===== src/rtl/busclr_engine.sv =====
module busclr_engine #(
  parameter int THR_W   = 8,
  parameter int THR_LSB = 16
) (
  input  logic        clk,
  input  logic        rst_n,
  input  logic        reg_wr,
  input  logic [1:0]  reg_addr,
  input  logic [31:0] reg_wdata,
  output logic [31:0] reg_rdata,
  input  logic        tick,
  input  logic        sda_in,
  output logic        scl_oe,
  output logic        sda_oe
);
  typedef enum logic [2:0] {S_IDLE, S_LOW, S_HIGH, S_STOP1, S_STOP2} state_t;

  state_t            state;
  logic [THR_W-1:0]  stg_thr, sh_thr, run_thr, cnt;
  logic              stg_stop, stg_term, sh_stop, sh_term, run_stop, run_term;
  logic              load_pend, status_q;

  wire wr_cfg  = reg_wr && (reg_addr == 2'd0);
  wire wr_load = reg_wr && (reg_addr == 2'd2) && reg_wdata[0];
  wire busy    = (state != S_IDLE);
  wire start   = wr_cfg && reg_wdata[0] && !busy;
  wire last    = (run_term && sda_in) || ({1'b0, cnt} + 1'b1 == {1'b0, run_thr});

  assign scl_oe = (state == S_LOW) || (state == S_STOP1);
  assign sda_oe = (state == S_STOP1) || (state == S_STOP2);

  always_comb begin
    reg_rdata = '0;
    case (reg_addr)
      2'd0: begin
        reg_rdata[THR_LSB +: THR_W] = stg_thr;
        reg_rdata[2] = stg_stop;
        reg_rdata[1] = stg_term;
        reg_rdata[0] = busy;
      end
      2'd1: reg_rdata[0] = status_q;
      2'd2: reg_rdata[0] = load_pend;
      default: reg_rdata = '0;
    endcase
  end

  always_ff @(posedge clk or negedge rst_n) begin
    if (!rst_n) begin
      stg_thr <= '0; stg_stop <= 1'b0; stg_term <= 1'b0;
      sh_thr <= '0;  sh_stop <= 1'b0;  sh_term <= 1'b0;
      load_pend <= 1'b0;
    end else begin
      if (wr_cfg) begin
        stg_thr  <= reg_wdata[THR_LSB +: THR_W];
        stg_stop <= reg_wdata[2];
        stg_term <= reg_wdata[1];
      end
      if (load_pend) begin
        sh_thr  <= stg_thr;
        sh_stop <= stg_stop;
        sh_term <= stg_term;
        load_pend <= 1'b0;
      end else if (wr_load) begin
        load_pend <= 1'b1;
      end
    end
  end

  always_ff @(posedge clk or negedge rst_n) begin
    if (!rst_n) begin
      state <= S_IDLE;
      cnt <= '0; run_thr <= '0; run_stop <= 1'b0; run_term <= 1'b0;
      status_q <= 1'b0;
    end else begin
      case (state)
        S_IDLE: if (start) begin
          run_thr  <= sh_thr;
          run_stop <= sh_stop;
          run_term <= sh_term;
          cnt      <= '0;
          if (sh_thr == '0) status_q <= sda_in;
          else              state <= S_LOW;
        end
        S_LOW: if (tick) state <= S_HIGH;
        S_HIGH: if (tick) begin
          cnt <= cnt + 1'b1;
          if (last) begin
            status_q <= sda_in;
            state <= (sda_in && run_stop) ? S_STOP1 : S_IDLE;
          end else begin
            state <= S_LOW;
          end
        end
        S_STOP1: if (tick) state <= S_STOP2;
        S_STOP2: if (tick) state <= S_IDLE;
        default: state <= S_IDLE;
      endcase
    end
  end

  AST_LOAD_SELF_CLEAR: assert property (@(posedge clk) disable iff (!rst_n)
    load_pend |=> !load_pend);
  AST_SCL_ON_TICK: assert property (@(posedge clk) disable iff (!rst_n)
    !$stable(scl_oe) |-> ($past(tick) || $past(start)));
  AST_SDA_UNDER_SCL: assert property (@(posedge clk) disable iff (!rst_n)
    $rose(sda_oe) |-> scl_oe);
  AST_STOP_ONLY_OK: assert property (@(posedge clk) disable iff (!rst_n)
    $rose(sda_oe) |-> status_q);
  AST_PULSE_BOUND: assert property (@(posedge clk) disable iff (!rst_n)
    busy |-> (cnt <= run_thr));
endmodule


===== config.mk =====
export PLATFORM = sky130hd
export DESIGN_NAME = busclr_engine
export DESIGN_NICKNAME = d
export VERILOG_FILES = /design/src/rtl/busclr_engine.sv
export SDC_FILE = /design/constraint.sdc
export NUM_CORES = 1
export LEC_CHECK = 0
export BUFFER_PORTS_ARGS = -buffer_cell sky130_fd_sc_hd__buf_2
export CAP_MARGIN = 20
export CORE_MARGIN = 2
export CORE_UTILIZATION = 55
export CTS_CLUSTER_DIAMETER = 60
export CTS_CLUSTER_SIZE = 16
export DETAILED_ROUTE_END_ITERATION = 8
export HOLD_SLACK_MARGIN = 0.06
export PLACE_DENSITY = 0.88
export SKIP_CTS_REPAIR_TIMING = 1
export SYNTH_ARGS = -nofsm -noshare
export SYNTH_HDL_FRONTEND = slang
export SYNTH_SLANG_ARGS = --single-unit

===== constraint.sdc =====
create_clock -name clk -period 3.2 [get_ports clk]
set_input_delay 0.64 -clock clk [delete_from_list [all_inputs] [get_ports clk]]
set_output_delay 0.64 -clock clk [all_outputs]
set_load 0.01 [all_outputs]

==> summary.md, run 1 <==
| Metric | Value |
|---|---|
| Yosys warnings | `0` |
| Reg2Reg Launch Point | `cnt[0]$_DFFE_PN0P_` |
| Final-report setup violation count | `0` |
| Total GRT Usage | `between 10% and 20%` |
| Tmin final | `2.465 ns` |
| Initial antenna violation count | `0` |
| Synth cell types | `47` |
| Clock Sinks | `43` |
| Area grow syn2layout | `9.153%` |
| Clock insertion delay at the later pin of the skew report | `0.29 ns` |
| Reg2Reg Depth | `7` |
| WP data required | `3.39 ns` |
| GRT overflow | `0` |
| Pins Over Slew Limit | `0` |
| ANT nets after route | `0` |
| Overall Power | `1.937 mW` |
| Longest Clk Path Bufs | `2` |
| Via Count | `1688` |
| Clock-pin slew on the worst setup and hold paths | `~0.080 ns` |
| Post-Syn Area | `~2400 µm²` |
| Relative slew margins | `between 30% and 40%` |
| Main synth FF type | `dfrtp_1` |
| Critical Path Sink Type | `flip-flop` |
| ANT cells | `0` |
| Max_cap viols | `0` |
| Seq cells post-synth | `43` |
| Path type of the worst setup path | `flip-flop to flip-flop` |
| Die Y | `69.76 µm` |
| CTS tree | `built` |
| Final HPWL from detailed placement | `~3000 µm` |
| DR vias/cell | `5.627` |
| Die W | `about 70 µm` |
| Die area | `4866 µm²` |
| Fin util | `around 64%` |
| CP max FO | `7` |
| Worst r2r dst | `state[0]$_DFFE_PN0P_` |
| Routability cong. | `roughly 0.85` |
| Power Dens Cells | `746.0 nW/µm²` |
| Status | `completed` |
| FMAX | `0.4057 GHz` |
| Largest net degree at the start of global routing | `44` |
| Setup TNS | `0 ns` |
| CP max stage cell | `dfrtp_1` |
| Total CTS buffers | `5` |
| Global-route wire length before repair | `7748 µm` |
| CP Launch Type | `flip-flop` |
| Sequential area share after synthesis | `a little under half` |
| Ys async rst share | `100.0%` |
| Drt first pass iters | `5` |
| Most common cell after layout, fill and taps aside | `dfrtp_1` |
| Worst Max-Slew Pin Slew | `0.9236 ns` |
| Routed wire per std cell | `between 10 and 15 µm` |
| I/O Buffers | `30` |
| Layout cells sized above 1 | `between 20% and 30%` |
| Fin nets | `289` |
| Number of synthesized flops with an enable pin | `0` |
| Synthesized area per cell | `approximately 11 µm²` |
| Final wirelength | `4385 µm` |
| Endpoints failing hold | `0` |
| Synth Instances | `between 200 and 250` |
| Crit share post-route | `roughly 77%` |
| Leakage | `1.184 nW` |
| Root Buffer | `clkbuf_8` |
| Start point of the critical path | `cnt[0]$_DFFE_PN0P_` |
| Crit-path max cell delay | `0.48 ns` |
| RSZ-0062 raised after global routing | `no` |
| I/O pin cnt | `73` |
| DRC | `0` |
| Maximum vdd drop | `456.5 µV` |
| CORE AREA | `4086 µm²` |
| Worst Setup EP | `state[0]$_DFFE_PN0P_` |
| Starting Density | `~58%` |
| Fill cells | `304` |
| Std-Cell Rows | `23` |
| Vias in the first global route | `roughly 1.7k` |
| Worst hold path type | `input pin to async pin` |
| Clk_skew | `0.003354 ns` |
| Reg-to-reg slack, setup | `0.74 ns` |
| Most frequent cells in the layout | `dfrtp_1 (43), buf_2 (30), mux2_2 (29)` |
| Cell Chain, Critical Path | `ha_1 > nand3_2 > xnor3_1 > or3b_4 > nor4b_4 > o211ai_1 > a31o_1` |
| H-tree depth | `2` |
| Critical Path AT | `2.65 ns` |
| Initial DRC Count | `65` |
==> where the power goes <==
group / total (mW) / internal (mW) / switching [mW]
sequential: 0.882 / 0.710 / 0.171
combinational: 0.558 / 0.298 / 0.261
clock: 0.497 / 0.312 / 0.185
total: 1.94 / 1.32 / 0.617
==> cell type report <==
| cell class | count | area (µm²) | share of cell area, % |
|---|---|---|---|
| Timing Repair Buffer | 31 | 157.7 | 6.072 |
| Sequential cell | 43 | 1076 | 41.45 |
| Inverter | 2 | 7.507 | 0.2892 |
| Tap cell | 50 | 62.56 | 2.410 |
| Clock inverter | 2 | 60.06 | 2.313 |
| Multi-Input combinational cell | 166 | 1160 | 44.67 |
| Clock buffer | 6 | 72.57 | 2.795 |
==> synthesized netlist by cell type (3+ instances only) <==
cell type | count | area share, %
a21oi_1 | 4 | 0.84
and2_1 | 14 | 3.7
and3_1 | 3 | 0.79
buf_2 | 3 | 0.63
buf_4 | 22 | 6.9
clkbuf_1 | 5 | 0.79
dfrtp_1 | 43 | 45
mux2_2 | 29 | 14
nand2_1 | 15 | 2.4
nand3_1 | 6 | 1.3
nor2_1 | 11 | 1.7
o21ai_0 | 16 | 3.4
or4_1 | 3 | 0.95
xnor2_1 | 5 | 1.8
==> worst min-delay path by stage <==
stage / slack, ns / to / depth (start not counted)
2_1_floorplan: 0.34 / cnt[0]$_DFFE_PN0P_ / 0
3_3_place_gp: 0.49 / run_thr[2]$_DFFE_PN0P_ / 2
3_5_place_dp: 0.49 / run_thr[2]$_DFFE_PN0P_ / 2
4_1_cts: 0.51 / stg_thr[5]$_DFFE_PN0P_ / 1
5_1_grt: 0.55 / run_thr[2]$_DFFE_PN0P_ / 2
6_report: 0.47 / stg_stop$_DFFE_PN0P_ / 1
==> metrics by stage <==
step           worst slack, ns  std cells  cell area, µm²  hold slack, ns
6_report                0.7353        300            2596          0.4744
5_1_grt                 0.6163        300            2596          0.5470
4_1_cts                 0.7665        300            2596          0.5067
3_5_place_dp            0.8161        292            2464          0.4912
3_3_place_gp            0.8650        292            2464          0.4862
2_1_floorplan            1.042        242            2454          0.3444
==> kinds of logic after synthesis <==
logic type | Yosys count | share of synthesized area [%]
and+or+nand+nor | 69 | 17.04
AOI/OAI and AO/OA | 36 | 9.521
muxes | 30 | 14.15
DFF | 43 | 45.24
adders and majority gates | 1 | 0.5260
other | 1 | 0.1577
xor gates and xnor gates | 9 | 4.208
buffers and inverters | 33 | 9.153
==> worst max-delay path, delay by kind of cell (launching register included) <==
kind	cells	cell delay, ns
and+or+nand+nor	3	0.89
AOI/OAI and AO/OA	2	0.38
DFF	1	0.48
adders and majority gates	1	0.38
xor gates and xnor gates	1	0.22
==> per-layer routing <==
| metal | track usage [%] | routed length, µm |
|---|---|---|
| met5 | 0 | 0 |
| met4 | 7.479 | 82 |
| met3 | 3.488 | 227 |
| met2 | 33.97 | 2233 |
| met1 | 24.10 | 1840 |
==> sequential cells by signal, indices dropped and copies added (netlist names), 3 cells and up <==
name / flops
cnt: 8
run_thr: 8
sh_thr: 8
state: 3
stg_thr: 8
No activity file was read; power rests on OpenSTA's default activity.
==> run 2: changes to the inputs <==
- CORE_UTILIZATION: 55 -> 46
- PLACE_DENSITY: 0.88 -> 0.79
- clock period: 3.2 -> 2.2 ns (I/O delays scaled with it)
==> run 2 against run 1 <==
- sequential power grew 38%
- combinational power grew 65%
- critical path type unchanged
- register-to-register slack lost 0.66 ns
==> summary.md, run 2 (synthesis gave the netlist of run 1 again) <==
| Metric | Value |
|---|---|
| Status | `completed (unchanged)` |
| Initial antenna violation count | `0 (unchanged)` |
| CP max stage cell | `or3b_4 (was dfrtp_1)` |
| Longest Clk Path Bufs | `2 (unchanged)` |
| Root Buffer | `clkbuf_8 (unchanged)` |
| Total CTS buffers | `5 (unchanged)` |
| Crit share post-route | `96.41% (was 77.02%)` |
| Routability cong. | `0.8390 (was 0.8457)` |
| Most frequent cells in the layout | `dfrtp_1 (43), buf_2 (30), mux2_2 (29) (unchanged)` |
| Clock Sinks | `43 (unchanged)` |
| Path type of the worst setup path | `flip-flop to flip-flop (unchanged)` |
| Max_cap viols | `0 (unchanged)` |
| Leakage | `1.227 nW (was 1.184 nW)` |
| Crit path buf inv count | `0 (unchanged)` |
| Tmin final | `2.121 ns (was 2.465 ns)` |
| Reg area | `1076 µm² (unchanged)` |
| Drt first pass iters | `4 (was 5)` |
| CP max FO | `4 (was 7)` |
| I/O pin cnt | `73 (unchanged)` |
| GRT overflow | `0 (unchanged)` |
| Relative slew margins | `64.29% (was 38.43%)` |
| Critical Path Sink Type | `flip-flop (unchanged)` |
| FMAX | `0.4715 GHz (was 0.4057 GHz)` |
| CORE AREA | `5042 µm² (was 4086 µm²)` |
| Initial DRC Count | `75 (was 65)` |
| Clock insertion delay at the later pin of the skew report | `0.30 ns (was 0.29 ns)` |
| Worst hold slack | `0.2130 ns (was 0.4744 ns)` |
| DRC | `0 (unchanged)` |
| Layout cells sized above 1 | `33.59% (was 29.60%)` |
| Most common cell after layout, fill and taps aside | `dfrtp_1 (unchanged)` |
| Die Y | `75.91 µm (was 69.76 µm)` |
| Setup TNS | `0 ns (unchanged)` |
| Largest net degree at the start of global routing | `44 (unchanged)` |
| Final-report setup violation count | `0 (unchanged)` |
| Final wirelength | `4338 µm (was 4385 µm)` |
| Die area | `5762 µm² (was 4866 µm²)` |
| Total GRT Usage | `15.76% (was 19.54%)` |
| RSZ-0062 raised after global routing | `no (unchanged)` |
| Worst Max-Slew Pin Slew | `0.5356 ns (was 0.9236 ns)` |
| Crit-path max cell delay | `0.41 ns (was 0.48 ns)` |
| I/O Buffers | `30 (unchanged)` |
| Start point of the critical path | `cnt[1]$_DFFE_PN0P_ (was cnt[0]$_DFFE_PN0P_)` |
| Fill cells | `443 (was 304)` |
| WP data required | `2.39 ns (was 3.39 ns)` |
| Global-route wire length before repair | `7445 µm (was 7748 µm)` |
| Area grow syn2layout | `12.68% (was 9.153%)` |
| Clock-pin slew on the worst setup and hold paths | `0.08 ns (about the same)` |
| DR vias/cell | `5.253 (was 5.627)` |
| Pins Over Slew Limit | `0 (unchanged)` |
| Routed wire per std cell | `13.07 µm (was 14.62 µm)` |
| Worst setup margin | `0.07890 ns (was 0.7353 ns)` |
| Delay-heaviest family, CP | `simple AND/OR/NAND/NOR gates (unchanged)` |
| Vias in the first global route | `1655 (was 1651)` |
| Endpoints failing hold | `0 (unchanged)` |
| Die W | `75.91 µm (was 69.76 µm)` |
| CP Launch Type | `flip-flop (unchanged)` |
| H-tree depth | `2 (unchanged)` |
| Via Count | `1744 (was 1688)` |
| Fin util | `53.15% (was 63.53%)` |
| ANT nets after route | `0 (unchanged)` |
| Reg2Reg Launch Point | `cnt[1]$_DFFE_PN0P_ (was cnt[0]$_DFFE_PN0P_)` |
| Fin nets | `301 (was 289)` |
| Std-Cell Rows | `26 (was 23)` |
| Maximum vdd drop | `619.8 µV (was 456.5 µV)` |
| Starting Density | `47.17% (was 58.21%)` |
| Worst hold path type | `input pin to async pin (unchanged)` |
| CTS tree | `built (unchanged)` |
| Pre-CTS WS | `0.04043 ns (was 0.8161 ns)` |
| Final HPWL from detailed placement | `3181 µm (was 3021 µm)` |
| Critical Path AT | `2.31 ns (was 2.65 ns)` |
| Cell Chain, Critical Path | `ha_2 > nand3_2 > xnor3_1 > or3b_4 > nor4b_4 > o211ai_1 > a31o_1 (was ha_1 > nand3_2 > xnor3_1 > or3b_4 > nor4b_4 > o211ai_1 > a31o_1)` |
| Multi-input logic area | `1162 µm² (was 1160 µm²)` |
| Power Dens Cells | `999.1 nW/µm² (was 746.0 nW/µm²)` |
| ANT cells | `0 (unchanged)` |
| Clk_skew | `0.004168 ns (was 0.003354 ns)` |
## run 2: cell types whose count changed in the layout (fill, tap and decap cells not counted)
cell        before  now
buf_4            1   13
bufinv_16        2    0
clkbuf_1         1    0
clkbuf_8         5    6
clkinv_4         0    1
clkinvlp_4       0    1
ha_1             1    0
ha_2             0    1
## run 2: per-stage QoR
| stage | instance area [µm²] | total power, mW | std cells |
|---|---|---|---|
| after floorplan | 2454 | 1.900 | 242 |
| after global placement | 2579 | 2.107 | 324 |
| after detailed placement | 2579 | 2.158 | 324 |
| after CTS | 2678 | 2.700 | 332 |
| after global routing | 2680 | 2.861 | 332 |
| final | 2680 | 2.678 | 332 |
## run 2: routing by layer
metal	GRT usage [%]	part of all wire, %	vias up
li1	-	-	828
met1	19.41	42	841
met2	26.43	50	64
met3	3.095	5.2	11
met4	8.000	2.6	0
met5	0	0	-
## run 2: report_power, final
part	switching (mW)	internal (mW)	total [mW]
clock network	0.281	0.256	0.537
registers	0.189	1.03	1.22
logic	0.427	0.491	0.918
## run 2: final timing paths
| path | depth (start not counted) | slack [ns] | to |
|---|---|---|---|
| setup / recovery | 7 | 0.08 | state[0]$_DFFE_PN0P_ |
| hold / removal | 2 | 0.21 | run_term$_DFFE_PN0P_ |
| setup reg to reg | 7 | 0.08 | state[0]$_DFFE_PN0P_ |
| hold reg to reg | 2 | 0.50 | run_thr[2]$_DFFE_PN0P_ |
| max in group asynchronous | 2 | 1.62 | run_thr[0]$_DFFE_PN0P_ |
| min in group clk | 2 | 0.35 | load_pend$_DFF_PN0_ |
## run 2: cell type report
class | count | area share, %
Sequential cell | 43 | 40.15
Tap cell | 70 | 3.268
Timing Repair Buffer | 43 | 9.244
Clock inverter | 2 | 0.6069
Inverter | 2 | 0.2801
Multi-Input combinational cell | 166 | 43.37
Clock buffer | 6 | 3.081
